===== src/rtl/irq_arbiter.sv =====
module irq_arbiter #(
  parameter int VEC_W = 16
) (
  input  logic             clk,
  input  logic             rst_n,
  input  logic [VEC_W-1:0] pend,
  input  logic [VEC_W-1:0] enab,
  input  logic [VEC_W-1:0] deleg,
  input  logic [1:0]       cur_priv,
  input  logic             m_ie,
  input  logic             s_ie,
  input  logic             s_present,
  output logic             irq_valid,
  output logic [3:0]       irq_cause,
  output logic [1:0]       irq_tgt
);
  localparam logic [1:0] PRV_U = 2'd0;
  localparam logic [1:0] PRV_S = 2'd1;
  localparam logic [1:0] PRV_M = 2'd3;

  function automatic logic [4:0] pick(input logic [VEC_W-1:0] v);
    if      (v[11]) pick = {1'b1, 4'd11};
    else if (v[3])  pick = {1'b1, 4'd3};
    else if (v[7])  pick = {1'b1, 4'd7};
    else if (v[9])  pick = {1'b1, 4'd9};
    else if (v[1])  pick = {1'b1, 4'd1};
    else if (v[5])  pick = {1'b1, 4'd5};
    else            pick = 5'd0;
  endfunction

  wire [VEC_W-1:0] ena   = pend & enab;
  wire [VEC_W-1:0] m_set = ena & ~deleg;
  wire [VEC_W-1:0] dlg   = pend & deleg;
  wire [VEC_W-1:0] s_set = dlg & enab;
  wire m_on = (cur_priv != PRV_M) | m_ie;
  wire s_on = s_present & ((cur_priv == PRV_U) | ((cur_priv == PRV_S) & s_ie));

  logic [4:0] sel;
  logic [1:0] tgt;

  always_comb begin
    sel = 5'd0;
    tgt = PRV_U;
    if (ena != '0) begin
      if (!s_present) begin
        sel = pick(ena);
        tgt = PRV_M;
      end else if (m_on && m_set != '0) begin
        sel = pick(m_set);
        tgt = PRV_M;
      end else if (s_on && s_set != '0) begin
        sel = pick(s_set);
        tgt = PRV_S;
      end
    end
  end

  always_ff @(posedge clk) begin
    if (!rst_n) begin
      irq_valid <= 1'b0;
      irq_cause <= 4'd0;
      irq_tgt   <= PRV_U;
    end else begin
      irq_valid <= sel[4];
      irq_cause <= sel[4] ? sel[3:0] : 4'd0;
      irq_tgt   <= sel[4] ? tgt : PRV_U;
    end
  end

  assert_idle_when_empty_R1: assert property (@(posedge clk) disable iff (!rst_n)
    ((pend & enab) == '0) |=> !irq_valid);

  assert_mie_blocks_m_R3: assert property (@(posedge clk) disable iff (!rst_n)
    (s_present && cur_priv == PRV_M && !m_ie) |=> !(irq_valid && irq_tgt == PRV_M));

  assert_s_gate_R5: assert property (@(posedge clk) disable iff (!rst_n)
    (cur_priv == PRV_M || (cur_priv == PRV_S && !s_ie)) |=> !(irq_valid && irq_tgt == PRV_S));

  assert_monly_target_R8: assert property (@(posedge clk) disable iff (!rst_n)
    (!s_present && (pend & enab) != '0) |=> (!irq_valid || irq_tgt == PRV_M));

  assert_known_cause_R7: assert property (@(posedge clk) disable iff (!rst_n)
    irq_valid |-> (irq_cause == 4'd11 || irq_cause == 4'd3 || irq_cause == 4'd7 ||
                   irq_cause == 4'd9 || irq_cause == 4'd1 || irq_cause == 4'd5));

  assert_idle_zero_R10: assert property (@(posedge clk) disable iff (!rst_n)
    !irq_valid |-> (irq_cause == 4'd0 && irq_tgt == PRV_U));

  assert_never_user_R10: assert property (@(posedge clk) disable iff (!rst_n)
    irq_valid |-> irq_tgt != PRV_U);
endmodule


===== config.mk =====
export PLATFORM = sky130hd
export DESIGN_NAME = irq_arbiter
export DESIGN_NICKNAME = d
export VERILOG_FILES = /design/src/rtl/irq_arbiter.sv
export SDC_FILE = /design/constraint.sdc
export NUM_CORES = 1
export LEC_CHECK = 0
export BUFFER_PORTS_ARGS = -buffer_cell sky130_fd_sc_hd__buf_2
export CORE_MARGIN = 10
export CORE_UTILIZATION = 38
export DETAILED_ROUTE_END_ITERATION = 12
export GPL_ROUTABILITY_DRIVEN = 0
export GPL_TIMING_DRIVEN = 0
export PLACE_DENSITY = 0.84
export SYNTH_ARGS = -nofsm -noshare
export SYNTH_HDL_FRONTEND = slang
export SYNTH_SLANG_ARGS = --single-unit

===== constraint.sdc =====
create_clock -name clk -period 2.5 [get_ports clk]
set_clock_uncertainty 0.2 [all_clocks]
set_input_delay 0.125 -clock clk [delete_from_list [all_inputs] [get_ports clk]]
set_output_delay 0.125 -clock clk [all_outputs]
set_load 0.02 [all_outputs]

Word-level counts from Yosys, hierarchy flattened
Cells that the tools add are included.
- memory bits (read-only): 0
- bits in latches: 0
- word-level logic and storage cells: 46
- register bits: 7
- input bits: 55
- RAM bits: 0
- memories kept: 0
- multipliers: 0
- bitwise gates (word level): 9
- shift operators: 0
- add/sub/neg operators: 0
- order comparisons: 0
- equal/unequal tests: 2
- reductions and logical operators: 7
- divide/modulo/power cells: 0
- mux-type cells: 25
- operator list (operator ; count):
    2-to-1 mux 5 bit ; 22
    AND 16 bit ; 4
    nonzero test 16 bit ; 3
    NOT 16 bit ; 1
    2-to-1 mux 2 bit ; 2
    AND reduction 3 bit ; 1
    AND 1 bit ; 2
    == test 2 x 1 -> 1 bit (second input constant) ; 1
    logical AND 1 bit ; 2
    logical NOT 2 bit ; 1
    inequality test 2 bit (second input constant) ; 1
    bitwise OR 1 bit ; 2
    2-to-1 mux 1 bit ; 1

Depth between registers and ports, before layout
- word-level depth: 13
- depth in mapped cells: 6
- depth with buffers taken out: 6

Worst setup path after synthesis
OpenSTA, ideal clock, no wires.
- kind: input -> register
- start: input enab[12]
- end: register irq_cause[3]
- cell stages on the path: 6
- path buffers: 0
- data arrival time: 1.114 ns
- setup slack: 1.098 ns
- required time: 2.212 ns
- cell sequence: nand2_1 o22ai_2 nor4_4 o311a_2 o21ai_2 nor4_2
- word-level cells in the longest chain between the ends: 8
- elaborated cells between the ends (all ways): 13
- ends and longest elaborated chain (element ; RTL line ; RTL):
    start, declared ; 7 ; input logic [VEC_W-1:0] enab,
    AND 16 bit (on tied branches) ; 34, 31 ;
    nonzero test 16 bit or AND 16 bit (tied branches) ; 51, 32 ;
    logical AND 1 bit or nonzero test 16 bit (tied branches) ; 51, 48 ;
    2-to-1 mux 5 bit or logical AND 1 bit (tied branches) ; 51, 48 ;
    2-to-1 mux 5 bit ; 48 ; end else if (m_on && m_set != '0) begin
    2-to-1 mux 5 bit ; 45 ; if (!s_present) begin
    2-to-1 mux 5 bit ; 44 ; if (ena != '0) begin
    AND reduction 3 bit (no source line) ; - ;
    end signal, assigned ; 65 ; irq_cause <= sel[4] ? sel[3:0] : 4'd0;
    end, declared ; 14 ; output logic [3:0] irq_cause,
Parallel ways exist; a longest one is shown, timed or not.
A chain may end at the register's enable or synchronous reset.

Final worst setup path
- start: input enab[7]
- end: register irq_cause[2]
- word-level cells in the longest chain between the ends: 9
- elaborated cells between the ends (all ways): 22
- ends and longest elaborated chain (element ; RTL line):
    AND 16 bit (on tied branches) ; 34, 31
    2-to-1 mux 5 bit or AND 16 bit (tied branches) ; 24, 32
    2-to-1 mux 5 bit (on tied branches) ; 23, 24
    2-to-1 mux 5 bit (on tied branches) ; 22, 23
    2-to-1 mux 5 bit (on tied branches) ; 51, 22
    2-to-1 mux 5 bit ; 48
    2-to-1 mux 5 bit ; 45
    2-to-1 mux 5 bit ; 44
    AND reduction 3 bit (no source line) ; -
Parallel ways exist; a longest one is shown, timed or not.

==> summary.txt <==
Run status
  • Outcome: completed

Timing
  • Fin. max-slew vios: 0
  • Max_slew headroom: 78.2%
  • Final setup viols: 0
  • Setup TNS: 0 ps
  • Final hold violation count: 0
  • Final period util: 57.7%
  • Fmax: 693 MHz
  • Period minus WS final: 1440 ps
  • RSZ-0062 raised after global routing: no
  • Worst slew pin tran: 328 ps

Power
  • VDD IR-drop max: 144 uV
  • Leakage power: 0.520 nW
  • P per Cell Area: 377 nW/um^2

Logic synthesis
  • Most frequent cell after synthesis: nand2_1
  • Synth area leaders: dfxtp_1, nand2_1, nand3_1
  • Synth warnings: 0
  • Synthesized Nets: 147
  • Synth Instances: 92
  • Number of enable flip-flop cells after synthesis: 0
  • Synth cell count leaders: nand2_1, nand3_1, dfxtp_1, nor2_1, o21ai_0
  • Fraction of registers with async set/reset: 0%
  • Syn avg cell area: 6.95 um^2
  • Synth top area share: 21.9%
  • Synth Flop Type: dfxtp_1
  • Synthesized cell area: 639 um^2
  • Post-synth top area cell: dfxtp_1
  • Seq cells post-synth: 7
  • Register area share after synthesis: 21.9%
  • Netlist cell types: 28

Routing
  • ANT nets after route: 0
  • Vias: 899
  • Initial drt markers: 20
  • Average vias per placed instance: 5.23
  • Detailed Routing Iterations Pass 1: 4
  • Final WL: 2380 um
  • Wire length per cell: 13.8 um
  • DR DRC count: 0

Clock network
  • CTS tree: built
  • Total CTS buffers: 3
  • Post-CTS Resized: 0
  • Post-CTS setup buffers: 0
  • Worst-path clk slew: 50 ps
  • Root Buffer: clkbuf_4
  • Clock Path Buffers: 2
  • CTS Hold Bufs: 0
  • H-tree depth: 1
  • Clk sinks: 7

Die
  • Die extent in y: 61.0 um
  • Initial Util: 41.5%
  • Die area: 3720 um^2
  • IO Count: 62
  • Die X: 61.0 um
  • Core area: 1540 um^2
  • Core Rows: 14

Layout
  • Area delta synth->final: 54.2%
  • Net count, final: 212
  • Fin util: 64.0%
  • Final instance area: 986 um^2
  • Ant diodes: 0
  • Layout cells sized above 1: 46.8%

Critical path
  • Crit Path Max Fanout: 7
  • Crit path launch: enab[7]
  • CP peak stage delay: 370 ps
  • Worst path cell trace: buf_2, nand2_1, nor2_1, nor4_2, o21ai_0, o21ai_2, a311oi_1
  • Critical Path Sink Type: flop
  • WS Path Type: primary input to flop
  • Worst setup endpoint: irq_cause[2]
  • WP data arrival: 1340 ps
  • Slowest CP cell: nor4_2
  • CP Launch Type: primary input
  • Req. time, crit path: 2400 ps

Global routing
  • GR Util All Layers: 12.1%
  • First-pass GRT wire length: 3660 um
  • Gr ovfl total: 0
  • Largest net degree at the start of global routing: 10
  • Initial antenna violation count: 0
  • Vias in the first global route: 931

Flow run
  • Max Cap Violations: 0

Place
  • PortBufs: 60
  • Placed cell area: 960 um^2
  • Post-detail-place hpwl: 2210 um

Hold path
  • Min-delay worst type: primary input to flop
  • Worst hold stages: 4
==> metrics by stage <==
step | hold slack (ps) | cells | power [mW] | worst slack [ps]
final | 56.9 | 172 | 0.371 | 1060
after global routing | 70.2 | 172 | 0.397 | 955
after CTS | 45.4 | 172 | 0.377 | 1060
after detailed placement | 300 | 168 | 0.279 | 807
after global placement | 298 | 168 | 0.274 | 876
after floorplan | 165 | 92 | 0.208 | 1100
==> layout make-up <==
| cell class | instances | area, um^2 |
|---|---|---|
| multi-input cells | 79 | 477 |
| flip-flops and latches | 7 | 140 |
| repair buffers | 60 | 300 |
| inverters | 5 | 18.8 |
| plain buffers | 1 | 3.75 |
| fillers | 150 | 556 |
| clock buffers | 4 | 26.3 |
| well taps | 16 | 20.0 |
==> power by group <==
group	switching (mW)	total (mW)	internal (mW)
clock network	0.0344	0.0949	0.0604
logic	0.0819	0.151	0.0696
registers	0.00220	0.125	0.123
total	0.119	0.371	0.253
==> layer usage <==
layer	GRT usage [%]	up-vias	wire, um
met3	3.70	2	199
met1	11.5	388	858
met4	2.82	0	19
li1	-	478	-
met2	24.4	31	1300
met5	0	-	0
==> cells in the final DEF, fill, tap and decap left out, drive strengths merged <==
| cell | n |
|---|---|
| nor2 | 7 |
| nand2 | 19 |
| a21boi | 1 |
| o22ai | 5 |
| buf | 60 |
| inv | 5 |
| nor3b | 1 |
| o311a | 1 |
| and2 | 1 |
| nor4 | 3 |
| nor3 | 2 |
| dfxtp | 7 |
| a22oi | 3 |
| nand3 | 10 |
| a311oi | 1 |
| o2111ai | 1 |
| o21ai | 8 |
| a31oi | 1 |
| nand4 | 3 |
| a211oi | 1 |
| nand3b | 4 |
| o2111a | 1 |
| and3 | 2 |
| a21oi | 4 |
| clkbuf | 5 |
==> state kept, by name, summed over array words and instances, names as in the netlist <==
| register | flops |
|---|---|
| irq_cause | 4 |
| irq_tgt | 2 |
| irq_valid | 1 |
==> kinds of logic (layout without fill, tap and decap cells) <==
| family | Yosys count | after routing | share of synthesized area [%] |
|---|---|---|---|
| AND/OR/NAND/NOR | 52 | 52 | 44.6 |
| AO/OA/AOI/OAI | 27 | 27 | 29.9 |
| flip-flops | 7 | 7 | 21.9 |
| buffers and inverters | 6 | 70 | 3.52 |
==> worst min path at each step <==
| stage | end | slack, ps | from |
|---|---|---|---|
| final | irq_cause[1] | 60 | cur_priv[1] |
| after global routing | irq_cause[1] | 70 | cur_priv[1] |
| after CTS | irq_cause[1] | 50 | cur_priv[1] |
| after detailed placement | irq_cause[1] | 300 | cur_priv[1] |
| after global placement | irq_cause[1] | 300 | cur_priv[1] |
| after floorplan | irq_cause[1] | 170 | cur_priv[1] |
==> worst max-delay path: cells and delay by family <==
kind	cells	cell delay, ps
buffers and inverters	1	100
and+or+nand+nor	3	580
AOI/OAI and AO/OA	3	530
Power figures use the tool's default switching activity.
